File: config.mk
export PLATFORM = sky130hd
export DESIGN_NAME = msi_req_ctrl
export DESIGN_NICKNAME = d
export VERILOG_FILES = /design/src/rtl/msi_req_pkg.sv /design/src/rtl/msi_rst_sync.sv /design/src/rtl/msi_cfg_select.sv /design/src/rtl/msi_pend_regs.sv /design/src/rtl/msi_req_fsm.sv /design/src/rtl/msi_req_ctrl.sv
export SDC_FILE = /design/constraint.sdc
export NUM_CORES = 1
export LEC_CHECK = 0
export ABC_CLOCK_PERIOD_IN_PS = 9800
export BUFFER_PORTS_ARGS = -buffer_cell sky130_fd_sc_hd__buf_4
export CAP_MARGIN = 0
export CORE_MARGIN = 4
export CORE_UTILIZATION = 31
export CTS_BUF_LIST = sky130_fd_sc_hd__clkbuf_2 sky130_fd_sc_hd__clkbuf_4 sky130_fd_sc_hd__clkbuf_8
export DETAILED_ROUTE_END_ITERATION = 6
export MAX_ROUTING_LAYER = met4
export PLACE_DENSITY_LB_ADDON = 0.12
export RECOVER_POWER = 25
export SYNTH_ARGS = -nofsm -noshare
export SYNTH_HDL_FRONTEND = slang
export SYNTH_SLANG_ARGS = --single-unit
File: constraint.sdc
create_clock -name clk -period 9.8 [get_ports clk]
set_clock_uncertainty 0.1 [all_clocks]
set_input_delay 1.47 -clock clk [delete_from_list [all_inputs] [get_ports clk]]
set_output_delay 1.47 -clock clk [all_outputs]
set_load 0.02 [all_outputs]
File: src/rtl/msi_req_pkg.sv
package msi_req_pkg;

  typedef enum logic [1:0] {
    STS_SENT  = 2'b00,
    STS_HELD  = 2'b01,
    STS_ABORT = 2'b10,
    STS_RSVD  = 2'b11
  } msi_sts_e;

  typedef enum logic [1:0] {
    FSM_IDLE = 2'b00,
    FSM_SEND = 2'b01,
    FSM_ACK  = 2'b10,
    FSM_HOLD = 2'b11
  } msi_fsm_e;

endpackage

File: src/rtl/msi_rst_sync.sv
module msi_rst_sync #(
  parameter int STAGES = 2
) (
  input  logic clk,
  input  logic rst_n,
  output logic rst_sync_n
);
  logic [STAGES-1:0] sync_q;

  always_ff @(posedge clk or negedge rst_n) begin
    if (!rst_n) sync_q <= '0;
    else        sync_q <= {sync_q[STAGES-2:0], 1'b1};
  end

  assign rst_sync_n = sync_q[STAGES-1];
endmodule

File: src/rtl/msi_cfg_select.sv
module msi_cfg_select #(
  parameter int NUM_FN = 2,
  parameter int ADDR_W = 64,
  parameter int DATA_W = 16,
  parameter int NVEC   = 32,
  parameter int FN_W   = 8,
  parameter int MME_W  = 3,
  localparam int VEC_W = $clog2(NVEC)
) (
  input  logic [FN_W-1:0]          fn_i,
  input  logic [VEC_W-1:0]         vec_i,
  input  logic [NUM_FN*ADDR_W-1:0] cfg_addr_i,
  input  logic [NUM_FN*DATA_W-1:0] cfg_data_i,
  input  logic [NUM_FN-1:0]        cfg_en_i,
  input  logic [NUM_FN*MME_W-1:0]  cfg_mme_i,
  input  logic [NUM_FN*NVEC-1:0]   cfg_mask_i,
  output logic                     sel_ok_o,
  output logic                     sel_masked_o,
  output logic [ADDR_W-1:0]        sel_addr_o,
  output logic [DATA_W-1:0]        sel_data_o
);
  logic              fn_hit;
  logic              fn_en;
  logic              fn_mask_bit;
  logic [MME_W-1:0]  fn_mme;
  logic [DATA_W-1:0] fn_data;
  logic [VEC_W:0]    vec_count;
  logic [VEC_W-1:0]  vec_keep;
  logic [DATA_W-1:0] keep_ext;
  logic [DATA_W-1:0] vec_ext;

  // function mux
  always_comb begin
    fn_hit      = 1'b0;
    fn_en       = 1'b0;
    fn_mask_bit = 1'b0;
    fn_mme      = '0;
    fn_data     = '0;
    sel_addr_o  = '0;
    for (int f = 0; f < NUM_FN; f++) begin
      if (fn_i == FN_W'(f)) begin
        fn_hit      = 1'b1;
        fn_en       = cfg_en_i[f];
        fn_mask_bit = cfg_mask_i[f*NVEC + int'(vec_i)];
        fn_mme      = cfg_mme_i[f*MME_W +: MME_W];
        fn_data     = cfg_data_i[f*DATA_W +: DATA_W];
        sel_addr_o  = cfg_addr_i[f*ADDR_W +: ADDR_W];
      end
    end
  end

  // vector-count code: codes above log2(NVEC) fall back to one vector
  always_comb begin
    if (fn_mme <= MME_W'(VEC_W)) vec_count = (VEC_W+1)'(1) << fn_mme;
    else                         vec_count = (VEC_W+1)'(1);
    vec_keep = VEC_W'(vec_count - (VEC_W+1)'(1));
  end

  assign keep_ext     = DATA_W'(vec_keep);
  assign vec_ext      = DATA_W'(vec_i);
  assign sel_data_o   = (fn_data & ~keep_ext) | (vec_ext & keep_ext);
  assign sel_ok_o     = fn_hit && fn_en && ({1'b0, vec_i} < vec_count);
  assign sel_masked_o = fn_mask_bit;
endmodule

File: src/rtl/msi_pend_regs.sv
module msi_pend_regs #(
  parameter int NUM_FN = 2,
  parameter int NVEC   = 32,
  parameter int FN_W   = 8,
  localparam int VEC_W = $clog2(NVEC)
) (
  input  logic                   clk,
  input  logic                   rst_n,
  input  logic                   set_en_i,
  input  logic                   wr_en_i,
  input  logic                   wr_data_i,
  input  logic [FN_W-1:0]        fn_i,
  input  logic [VEC_W-1:0]       vec_i,
  output logic [NUM_FN*NVEC-1:0] pend_o
);
  for (genvar f = 0; f < NUM_FN; f++) begin : g_fn
    logic            hit_set;
    logic            hit_wr;
    logic            upd_en;
    logic [NVEC-1:0] pend_d;
    logic [NVEC-1:0] pend_q;

    assign hit_set = set_en_i && (fn_i == FN_W'(f));
    assign hit_wr  = wr_en_i  && (fn_i == FN_W'(f));
    assign upd_en  = hit_set || hit_wr;

    always_comb begin
      pend_d = pend_q;
      if (hit_set)     pend_d[vec_i] = 1'b1;
      else if (hit_wr) pend_d[vec_i] = wr_data_i;
    end

    always_ff @(posedge clk or negedge rst_n) begin
      if (!rst_n)      pend_q <= '0;
      else if (upd_en) pend_q <= pend_d;
    end

    assign pend_o[f*NVEC +: NVEC] = pend_q;
  end
endmodule

File: src/rtl/msi_req_fsm.sv
module msi_req_fsm
  import msi_req_pkg::*;
#(
  parameter int ADDR_W = 64,
  parameter int DATA_W = 16,
  parameter int TC_W   = 3
) (
  input  logic              clk,
  input  logic              rst_n,
  input  logic              req_i,
  input  logic [TC_W-1:0]   tc_i,
  input  logic              sel_ok_i,
  input  logic              sel_masked_i,
  input  logic [ADDR_W-1:0] sel_addr_i,
  input  logic [DATA_W-1:0] sel_data_i,
  input  logic              msg_ready_i,
  input  logic              pbw_en_i,
  output logic              ack_o,
  output logic [1:0]        status_o,
  output logic              msg_valid_o,
  output logic [ADDR_W-1:0] msg_addr_o,
  output logic [DATA_W-1:0] msg_data_o,
  output logic [TC_W-1:0]   msg_tc_o,
  output logic              pend_set_o,
  output logic              pend_wr_o,
  output logic              proto_err_o
);
  msi_fsm_e          state_q, state_d;
  msi_sts_e          sts_q, sts_d;
  logic              sts_en;
  logic              desc_en;
  logic [ADDR_W-1:0] addr_q;
  logic [DATA_W-1:0] data_q;
  logic [TC_W-1:0]   tc_q;
  logic              err_q, err_d;

  // next state
  always_comb begin
    state_d = state_q;
    sts_d   = sts_q;
    sts_en  = 1'b0;
    desc_en = 1'b0;
    unique case (state_q)
      FSM_IDLE: if (req_i) begin
        if (!sel_ok_i) begin
          sts_d = STS_ABORT; sts_en = 1'b1; state_d = FSM_ACK;
        end else if (sel_masked_i) begin
          sts_d = STS_HELD;  sts_en = 1'b1; state_d = FSM_ACK;
        end else begin
          desc_en = 1'b1; state_d = FSM_SEND;
        end
      end
      FSM_SEND: if (msg_ready_i) begin
        sts_d = STS_SENT; sts_en = 1'b1; state_d = FSM_ACK;
      end
      FSM_ACK:  state_d = req_i ? FSM_HOLD : FSM_IDLE;
      FSM_HOLD: if (!req_i) state_d = FSM_IDLE;
      default:  state_d = FSM_IDLE;
    endcase
  end

  assign pend_set_o = (state_q == FSM_IDLE) && req_i && sel_ok_i && sel_masked_i;
  assign pend_wr_o  = pbw_en_i && !req_i;
  assign err_d      = err_q || (pbw_en_i && req_i);

  // registers
  always_ff @(posedge clk or negedge rst_n) begin
    if (!rst_n) begin
      state_q <= FSM_IDLE;
      err_q   <= 1'b0;
    end else begin
      state_q <= state_d;
      err_q   <= err_d;
    end
  end

  always_ff @(posedge clk or negedge rst_n) begin
    if (!rst_n)      sts_q <= STS_SENT;
    else if (sts_en) sts_q <= sts_d;
  end

  always_ff @(posedge clk or negedge rst_n) begin
    if (!rst_n) begin
      addr_q <= '0;
      data_q <= '0;
      tc_q   <= '0;
    end else if (desc_en) begin
      addr_q <= sel_addr_i;
      data_q <= sel_data_i;
      tc_q   <= tc_i;
    end
  end

  assign ack_o       = (state_q == FSM_ACK);
  assign status_o    = sts_q;
  assign msg_valid_o = (state_q == FSM_SEND);
  assign msg_addr_o  = addr_q;
  assign msg_data_o  = data_q;
  assign msg_tc_o    = tc_q;
  assign proto_err_o = err_q;
endmodule

File: src/rtl/msi_req_ctrl.sv
module msi_req_ctrl #(
  parameter int NUM_FN = 2,
  parameter int ADDR_W = 64,
  parameter int DATA_W = 16,
  parameter int NVEC   = 32,
  parameter int FN_W   = 8,
  parameter int TC_W   = 3,
  parameter int MME_W  = 3,
  localparam int VEC_W = $clog2(NVEC)
) (
  input  logic                     clk,
  input  logic                     rst_n,
  input  logic                     req_i,
  input  logic [FN_W-1:0]          req_fn_i,
  input  logic [VEC_W-1:0]         req_vec_i,
  input  logic [TC_W-1:0]          req_tc_i,
  output logic                     ack_o,
  output logic [1:0]               status_o,
  input  logic                     pbw_en_i,
  input  logic                     pbw_data_i,
  input  logic [NUM_FN*ADDR_W-1:0] cfg_addr_i,
  input  logic [NUM_FN*DATA_W-1:0] cfg_data_i,
  input  logic [NUM_FN-1:0]        cfg_en_i,
  input  logic [NUM_FN*MME_W-1:0]  cfg_mme_i,
  input  logic [NUM_FN*NVEC-1:0]   cfg_mask_i,
  output logic [NUM_FN*NVEC-1:0]   pend_o,
  output logic                     msg_valid_o,
  input  logic                     msg_ready_i,
  output logic [ADDR_W-1:0]        msg_addr_o,
  output logic [DATA_W-1:0]        msg_data_o,
  output logic [TC_W-1:0]          msg_tc_o,
  output logic                     proto_err_o
);
  logic              rst_core_n;
  logic              sel_ok;
  logic              sel_masked;
  logic [ADDR_W-1:0] sel_addr;
  logic [DATA_W-1:0] sel_data;
  logic              pend_set;
  logic              pend_wr;

  msi_rst_sync #(.STAGES(2)) u_rst (
    .clk        (clk),
    .rst_n      (rst_n),
    .rst_sync_n (rst_core_n)
  );

  msi_cfg_select #(
    .NUM_FN(NUM_FN), .ADDR_W(ADDR_W), .DATA_W(DATA_W),
    .NVEC(NVEC), .FN_W(FN_W), .MME_W(MME_W)
  ) u_sel (
    .fn_i         (req_fn_i),
    .vec_i        (req_vec_i),
    .cfg_addr_i   (cfg_addr_i),
    .cfg_data_i   (cfg_data_i),
    .cfg_en_i     (cfg_en_i),
    .cfg_mme_i    (cfg_mme_i),
    .cfg_mask_i   (cfg_mask_i),
    .sel_ok_o     (sel_ok),
    .sel_masked_o (sel_masked),
    .sel_addr_o   (sel_addr),
    .sel_data_o   (sel_data)
  );

  msi_req_fsm #(.ADDR_W(ADDR_W), .DATA_W(DATA_W), .TC_W(TC_W)) u_fsm (
    .clk          (clk),
    .rst_n        (rst_core_n),
    .req_i        (req_i),
    .tc_i         (req_tc_i),
    .sel_ok_i     (sel_ok),
    .sel_masked_i (sel_masked),
    .sel_addr_i   (sel_addr),
    .sel_data_i   (sel_data),
    .msg_ready_i  (msg_ready_i),
    .pbw_en_i     (pbw_en_i),
    .ack_o        (ack_o),
    .status_o     (status_o),
    .msg_valid_o  (msg_valid_o),
    .msg_addr_o   (msg_addr_o),
    .msg_data_o   (msg_data_o),
    .msg_tc_o     (msg_tc_o),
    .pend_set_o   (pend_set),
    .pend_wr_o    (pend_wr),
    .proto_err_o  (proto_err_o)
  );

  msi_pend_regs #(.NUM_FN(NUM_FN), .NVEC(NVEC), .FN_W(FN_W)) u_pend (
    .clk       (clk),
    .rst_n     (rst_core_n),
    .set_en_i  (pend_set),
    .wr_en_i   (pend_wr),
    .wr_data_i (pbw_data_i),
    .fn_i      (req_fn_i),
    .vec_i     (req_vec_i),
    .pend_o    (pend_o)
  );
endmodule

==> flow_summary.json, run 1 <==
{
  "ys_types": 56,
  "synth_seq_cells": 154,
  "yosysMostFrequentCell": "dfrtp_1",
  "cts-htree-levels": 4,
  "synth-main-ff-cell": "dfrtp_1",
  "area_delta_synth_final_pct": 40.9,
  "routed_wl_mm": 32.0,
  "setup_viol": 0,
  "multi_input_area_um2": 4730,
  "die_y_um": 178,
  "vias_per_cell": 5.02,
  "ys_seq_area_share_pct": 43.2,
  "first_pass_iters": 5,
  "synth_area_um2": 8920,
  "ant_nets": 0,
  "postSynthNetCount": 1093,
  "antenna_found_initial": 1,
  "routabilityCongestion": 0.867,
  "synth_top_area_share_pct": 43.2,
  "worst_path_max_delay_cell": "buf_4",
  "slew_headroom_pct": -117,
  "die_w_um": 178,
  "drive_gt1_share_pct": 45.7,
  "hold_viol_final": 0,
  "ff_latch_area_um2": 3850,
  "clkSinkCount": 154,
  "endpoint_kind": "flop",
  "cp_top_family": "buffers and inverters",
  "synthTopCellsByCount": "154 x dfrtp_1, 125 x nor2_1, 103 x mux2i_1, 70 x mux2_4",
  "hold_path_class": "reg2reg",
  "cp_num_buf_inv": 2,
  "io_pins": 406,
  "fmax_mhz": 187,
  "violations": "capacitance limit, slew limit",
  "syn_area_per_cell_um2": 10.7,
  "cp_cell_sequence": "buf_4, mux2i_1, nand4_1, ha_1, o2111ai_1, a211o_1, o211a_1, nand2_4, buf_4, mux2_2",
  "hpwlAfterDp_mm": 23.7,
  "insertion_delay_ns": 0.44,
  "yosys_warnings": 0,
  "ctsRootBufferMaster": "clkbuf_8",
  "synth_edf_count": 0,
  "fill_cells": 2798,
  "slowest_delay_ns": 0.69,
  "grt_max_degree": 85,
  "place_area_um2": 12200,
  "rsz0062_at_grt": "false",
  "synthTopCellsByArea": "dfrtp_1 43%, mux2_4 12%, mux2i_1 12%, nor2_1 5.3%, o22a_1 2.7%",
  "cp_common_cell": "buf_4",
  "min_period_ns": 5.34,
  "netlist_instances": 834,
  "core.rowCount": 61,
  "tns_ns": 0,
  "wl_per_cell_um": 20.1,
  "tightestPinTransition_ns": 3.25,
  "grt_pass1_wl_mm": 47.2,
  "grt_overflow": 0,
  "period_share_pct": 54.4,
  "leakage_nw": 6.53,
  "die_area_um2": 31600,
  "drv_cap": 3,
  "status": "finished, violations left",
  "tritoncts": "built",
  "drtIter0Drc": 572,
  "grt_use_total_pct": 19.8,
  "post_cts_resized": 0,
  "drc": 0,
  "synth.largest_area_cell": "dfrtp_1",
  "cts_hold_buf": 0,
  "crit_arrival_ns": 5.56,
  "port_buffers": 405,
  "cts_made_buffers": 17,
  "num_vias": 7977,
  "start_kind": "input pin",
  "grt_pass1_vias": 8023,
  "core_um2": 28100,
  "fin_nets": 1457,
  "async_reset_ff_share_pct": 100,
  "path_max_fanout": 47,
  "worstPathRequired_ns": 10.03,
  "path_clk_slew_ns": 0.10,
  "criticalPathCategory": "in2reg",
  "stdcell_area_um2": 12600,
  "ctsLongestPathBuffers": 2,
  "post_cts_buffers": 0,
  "irDropWorstVdd_v": 0.0000745,
  "cellPowerDensity_nw_per_um2": 106,
  "finalMaxSlewViolations": 157,
  "initial_core_util_pct": 31.8
}
sequential cells by signal, summed over array words and instances, names as in the netlist:
signal,flops
u_fsm.proto_err_o,1
u_fsm.status_o,2
u_pend.g_fn.pend_q,64
u_fsm.msg_addr_o,64
u_fsm.msg_tc_o,3
u_fsm.state_q,2
u_rst.sync_q,2
u_fsm.msg_data_o,16
area by class of cell:
cell class	instances	area share, %
Sequential cell	154	30.7
Clock buffer	19	2.03
Clock inverter	13	1.06
Antenna cell	1	0.0199
Multi-Input combinational cell	605	37.6
Tap cell	378	3.76
Inverter	4	0.119
Timing Repair Buffer	416	24.7
metal layers:
layer,share of wire [%],wire [µm],track usage [%]
met1,42,13500,25.3
met2,50,15900,32.2
met3,6.8,2160,4.75
met4,1.5,465,4.06
met5,0,0,-
where the power goes:
group          switching (W)  internal, W  total [W]
combinational      0.0000993     0.000107   0.000206
clock               0.000271     0.000218   0.000489
sequential        0.00000540     0.000638   0.000643
total               0.000376     0.000963    0.00134
worst paths after layout:
check | from | endpoint | slack, ns | depth (start not counted)
worst min register to register | u_rst.sync_q[0] | u_rst.sync_q[1] | 0.26 | 0
worst max register to register | u_rst.sync_q[1] | u_pend.g_fn[1].pend_q[22] | 5.28 | 1
min in group asynchronous | u_rst.sync_q[1] | u_pend.g_fn[0].pend_q[27] | 0.54 | 0
worst max-delay path | req_fn_i[0] | u_fsm.msg_data_o[14] | 4.46 | 10
worst min-delay path | u_rst.sync_q[0] | u_rst.sync_q[1] | 0.26 | 0
max in group asynchronous | u_rst.sync_q[1] | u_pend.g_fn[1].pend_q[22] | 5.28 | 1
cell families after synthesis:
family          Yosys count  share of synthesized area, %
other cells               1                        0.0420
mux                     198                          27.1
compound gates          167                          13.3
flops                   154                          43.2
xor+xnor                  1                        0.0982
fa+ha+maj                 5                         0.701
simple gates            233                          11.5
buf+inv                  75                          4.04
cell usage in the layout, fill, tap and decap left out, types with 3 or more instances in the layout:
master	Yosys	layout
o22a_1	28	28
a21oi_1	36	36
a2111oi_0	4	4
o32a_1	4	4
a211oi_1	30	30
and3b_1	3	3
nor2b_1	5	5
inv_6	0	4
o22ai_1	4	4
mux2_2	20	20
nor2_1	125	124
ha_1	5	5
nand2b_1	9	9
clkbuf_1	46	4
and3_1	3	3
clkbuf_8	0	18
buf_4	2	412
clkinv_4	0	3
mux2_4	70	70
or2_2	6	6
mux2i_1	103	103
nand3_1	8	8
nor3_1	9	9
nand2_1	46	45
dfrtp_1	154	154
nor4_1	5	4
inv_1	4	4
mux4_2	5	5
o21ai_0	7	7
nand4_1	4	4
a211o_1	3	3
a31oi_1	32	32
through the flow:
| step | total power, W | util, % | cells | hold slack [ns] | setup WS, ns |
|---|---|---|---|---|---|
| floorplan | 0.000750 | - | 834 | 0.231 | 4.93 |
| global placement | 0.000865 | 43.4 | 1557 | 0.225 | 4.06 |
| detailed placement | 0.000865 | 43.4 | 1557 | 0.225 | 3.97 |
| CTS | 0.00136 | 44.8 | 1589 | 0.234 | 4.48 |
| global route | 0.00141 | 44.8 | 1590 | 0.288 | 4.22 |
| finish | 0.00134 | 44.8 | 1590 | 0.260 | 4.46 |
Note: power is estimated with default switching activity, not from simulation.
==> run 2, diff against run 1 <==
--- a/config.mk
+++ b/config.mk
@@ -5,7 +5,8 @@
 export SDC_FILE = /design/constraint.sdc
 export NUM_CORES = 1
 export LEC_CHECK = 0
-export ABC_CLOCK_PERIOD_IN_PS = 9800
+export ABC_AREA = 1
+export ABC_CLOCK_PERIOD_IN_PS = 4500
 export BUFFER_PORTS_ARGS = -buffer_cell sky130_fd_sc_hd__buf_4
 export CAP_MARGIN = 0
 export CORE_MARGIN = 4
==> constraint.sdc (replaced) <==
create_clock -name clk -period 4.5 [get_ports clk]
set_clock_uncertainty 0.1 [all_clocks]
set_input_delay 0.675 -clock clk [delete_from_list [all_inputs] [get_ports clk]]
set_output_delay 0.675 -clock clk [all_outputs]
set_load 0.02 [all_outputs]
==> run 2 against run 1 <==
Against the previous run:
- the run still ends with capacitance limit, slew limit left
- final cell count grew 33%
- first-iteration DRC count increased by 32%
- core utilization down 0.61 points
- critical path type unchanged
==> flow_summary.json, run 2 <==
{
  "cts_made_buffers": 17,
  "yosys_warnings": 0,
  "vias_per_cell": 5.02,
  "grt_pass1_vias": 10100,
  "fin_nets": 1970,
  "use_met3_pct": 4.74,
  "grt_util_met2_pct": 37.2,
  "yosysMostFrequentCell": "nor2_1",
  "grt_max_degree": 78,
  "hold_viol_final": 0,
  "most-common-layout-cells": "420 x buf_4, 343 x nor2_1, 339 x nand2_1",
  "async_reset_ff_share_pct": 100,
  "setup_viol": 0,
  "synth.largest_area_cell": "dfrtp_1",
  "period_share_pct": 71.9,
  "fin_cells": 2114,
  "ctsRootBufferMaster": "clkbuf_8",
  "routed_wl_mm": 39.3,
  "initial_core_util_pct": 31.7,
  "area_delta_synth_final_pct": 39.3,
  "status": "finished, violations left",
  "irDropWorstVdd_v": 0.000158,
  "wl_per_cell_um": 18.6,
  "rsz0062_at_grt": "false",
  "min_period_ns": 3.24,
  "clkSinkCount": 154,
  "hold_path_class": "reg2reg",
  "insertion_delay_ns": 0.45,
  "first_pass_iters": 7,
  "path_clk_slew_ns": 0.10,
  "endpoint_kind": "flop",
  "io_pins": 406,
  "synth_top_area_share_pct": 40.7,
  "grt_use_total_pct": 22.7,
  "fill_cells": 3076,
  "leakage_nw": 7.01,
  "ys_seq_area_share_pct": 40.7,
  "die_area_um2": 33400,
  "synth_edf_count": 0,
  "ant_nets": 0,
  "drive_gt1_share_pct": 27.9,
  "synth_seq_cells": 154,
  "grt_overflow": 0,
  "num_vias": 10600,
  "cellPowerDensity_nw_per_um2": 225,
  "synthTopCellsByArea": "dfrtp_1 41%, nor2_1 14%, nand2_1 14%, a22o_1 7.3%, o211ai_1 5.2%",
  "grt_pass1_wl_mm": 58.4,
  "grt_use_met1_pct": 29.0,
  "synthTopCellsByCount": "343 x nor2_1, 341 x nand2_1, 154 x dfrtp_1, 79 x a22o_1, 77 x inv_1",
  "ctsLongestPathBuffers": 2,
  "die_w_um": 183,
  "start_kind": "input pin",
  "core.rowCount": 63,
  "postSynthNetCount": 1606,
  "synth_area_um2": 9470,
  "drtIter0Drc": 756,
  "tns_ns": 0,
  "antenna_found_initial": 1,
  "finalMaxSlewViolations": 62,
  "worstPathRequired_ns": 4.78,
  "fmax_mhz": 309,
  "port_buffers": 405,
  "slew_headroom_pct": -69.2,
  "path_max_fanout": 38,
  "drc": 0,
  "tritoncts": "built",
  "core_um2": 29900,
  "grt.busiest_layer": "met2",
  "syn_area_per_cell_um2": 7.03,
  "violations": "capacitance limit, slew limit",
  "final_common_cell": "buf_4",
  "routabilityCongestion": 0.865,
  "dp_cells": 2081,
  "tightestPinTransition_ns": 2.54,
  "hpwlAfterDp_mm": 28.1,
  "criticalPathCategory": "in2reg",
  "fin_util_pct": 44.2,
  "crit_arrival_ns": 3.51,
  "synth-main-ff-cell": "dfrtp_1",
  "netlist_instances": 1347,
  "drv_cap": 1,
  "cts-htree-levels": 4,
  "ys_types": 31,
  "die_y_um": 183
}
## run 2: changes by cell type in the layout (fill, tap and decap cells not counted), sizes merged, moves of 11 or more
cell | previous run | this run
nand2 | 47 | 342
nor2 | 125 | 346
mux2i | 103 | 0
mux2 | 90 | 1
inv | 10 | 89
a22o | 2 | 79
o211ai | 0 | 65
o22ai | 5 | 64
o21ai | 8 | 48
a31oi | 32 | 0
a211oi | 30 | 0
o22a | 28 | 0
buf | 412 | 423
## run 2: cell type report
class | instances | area (µm²) | area share (%)
Clock inverter | 14 | 130 | 0.986
Timing Repair Buffer | 427 | 3240 | 24.5
Clock buffer | 17 | 234 | 1.77
Inverter | 81 | 304 | 2.30
Sequential cell | 154 | 3850 | 29.2
Tap cell | 390 | 488 | 3.70
Antenna cell | 1 | 2.50 | 0.0190
Multi-Input combinational cell | 1030 | 4940 | 37.5
## run 2: worst paths after layout
kind | slack, ns | start | depth (start not counted) | endpoint
setup / recovery | 1.26 | req_fn_i[5] | 22 | u_fsm.msg_addr_o[25]
hold / removal | 0.26 | u_rst.sync_q[0] | 0 | u_rst.sync_q[1]
setup reg to reg | 1.37 | u_rst.sync_q[1] | 1 | u_pend.g_fn[0].pend_q[15]
hold reg to reg | 0.26 | u_rst.sync_q[0] | 0 | u_rst.sync_q[1]
max in group asynchronous | 1.37 | u_rst.sync_q[1] | 1 | u_pend.g_fn[0].pend_q[15]
min in group asynchronous | 0.44 | rst_n | 2 | u_rst.sync_q[1]
## run 2: logic make-up (layout without fill, tap and decap cells)
group | count (synthesis) | in the layout | share of synthesized area, %
other | 1 | 2 | 0.0396
adder cells (fa/ha/maj) | 5 | 5 | 0.660
buffers and inverters | 163 | 539 | 7.25
AND/OR/NAND/NOR | 725 | 725 | 29.6
XOR/XNOR | 1 | 1 | 0.0925
multiplexers | 1 | 1 | 0.119
flip-flops | 154 | 154 | 40.7
AO/OA/AOI/OAI | 297 | 297 | 21.5
## run 2: metal layers
metal | part of all wire, % | wire length (µm)
met5 | 0 | 0
met3 | 6.8 | 2670
met2 | 48 | 19000
met4 | 2.0 | 800
met1 | 43 | 16800
## run 2: what timing repair did
action	in CTS	in global routing
gates resized for setup	0	0
endpoints found under the hold margin	2	0
hold buffers	1	0
setup buffers	0	0
## run 2: worst max-delay path, stage by stage
cell	delay, ns
buf_4	0.11
nor2_1	0.09
nand2_1	0.12
nor2_4	0.25
nand2_1	0.09
nand2_1	0.10
inv_1	0.08
nor2_1	0.15
nand2_1	0.07
ha_1	0.29
a21oi_1	0.13
nor2_1	0.05
o21ai_1	0.11
nand2_1	0.08
inv_1	0.12
nand2_1	0.10
nor2_2	0.12
nand3_2	0.10
inv_2	0.27
buf_12	0.24
nor2_1	0.06
nor2_1	0.09
## run 2: power by group
part,switching (W),internal (W)
clock network,0.000618,0.000403
registers,0.0000340,0.00142
logic,0.000260,0.000234
## run 2: through the flow
| step | setup WS, ns | power [W] | hold slack [ns] | area, µm² |
|---|---|---|---|---|
| CTS | 1.25 | 0.00301 | 0.261 | 13200 |
| floorplan | 1.31 | 0.00167 | 0.231 | 9470 |
| global route | 0.790 | 0.00313 | 0.279 | 13200 |
| finish | 1.26 | 0.00296 | 0.261 | 13200 |
| detailed placement | 0.765 | 0.00198 | 0.243 | 12800 |
| global placement | 0.850 | 0.00197 | 0.236 | 12800 |
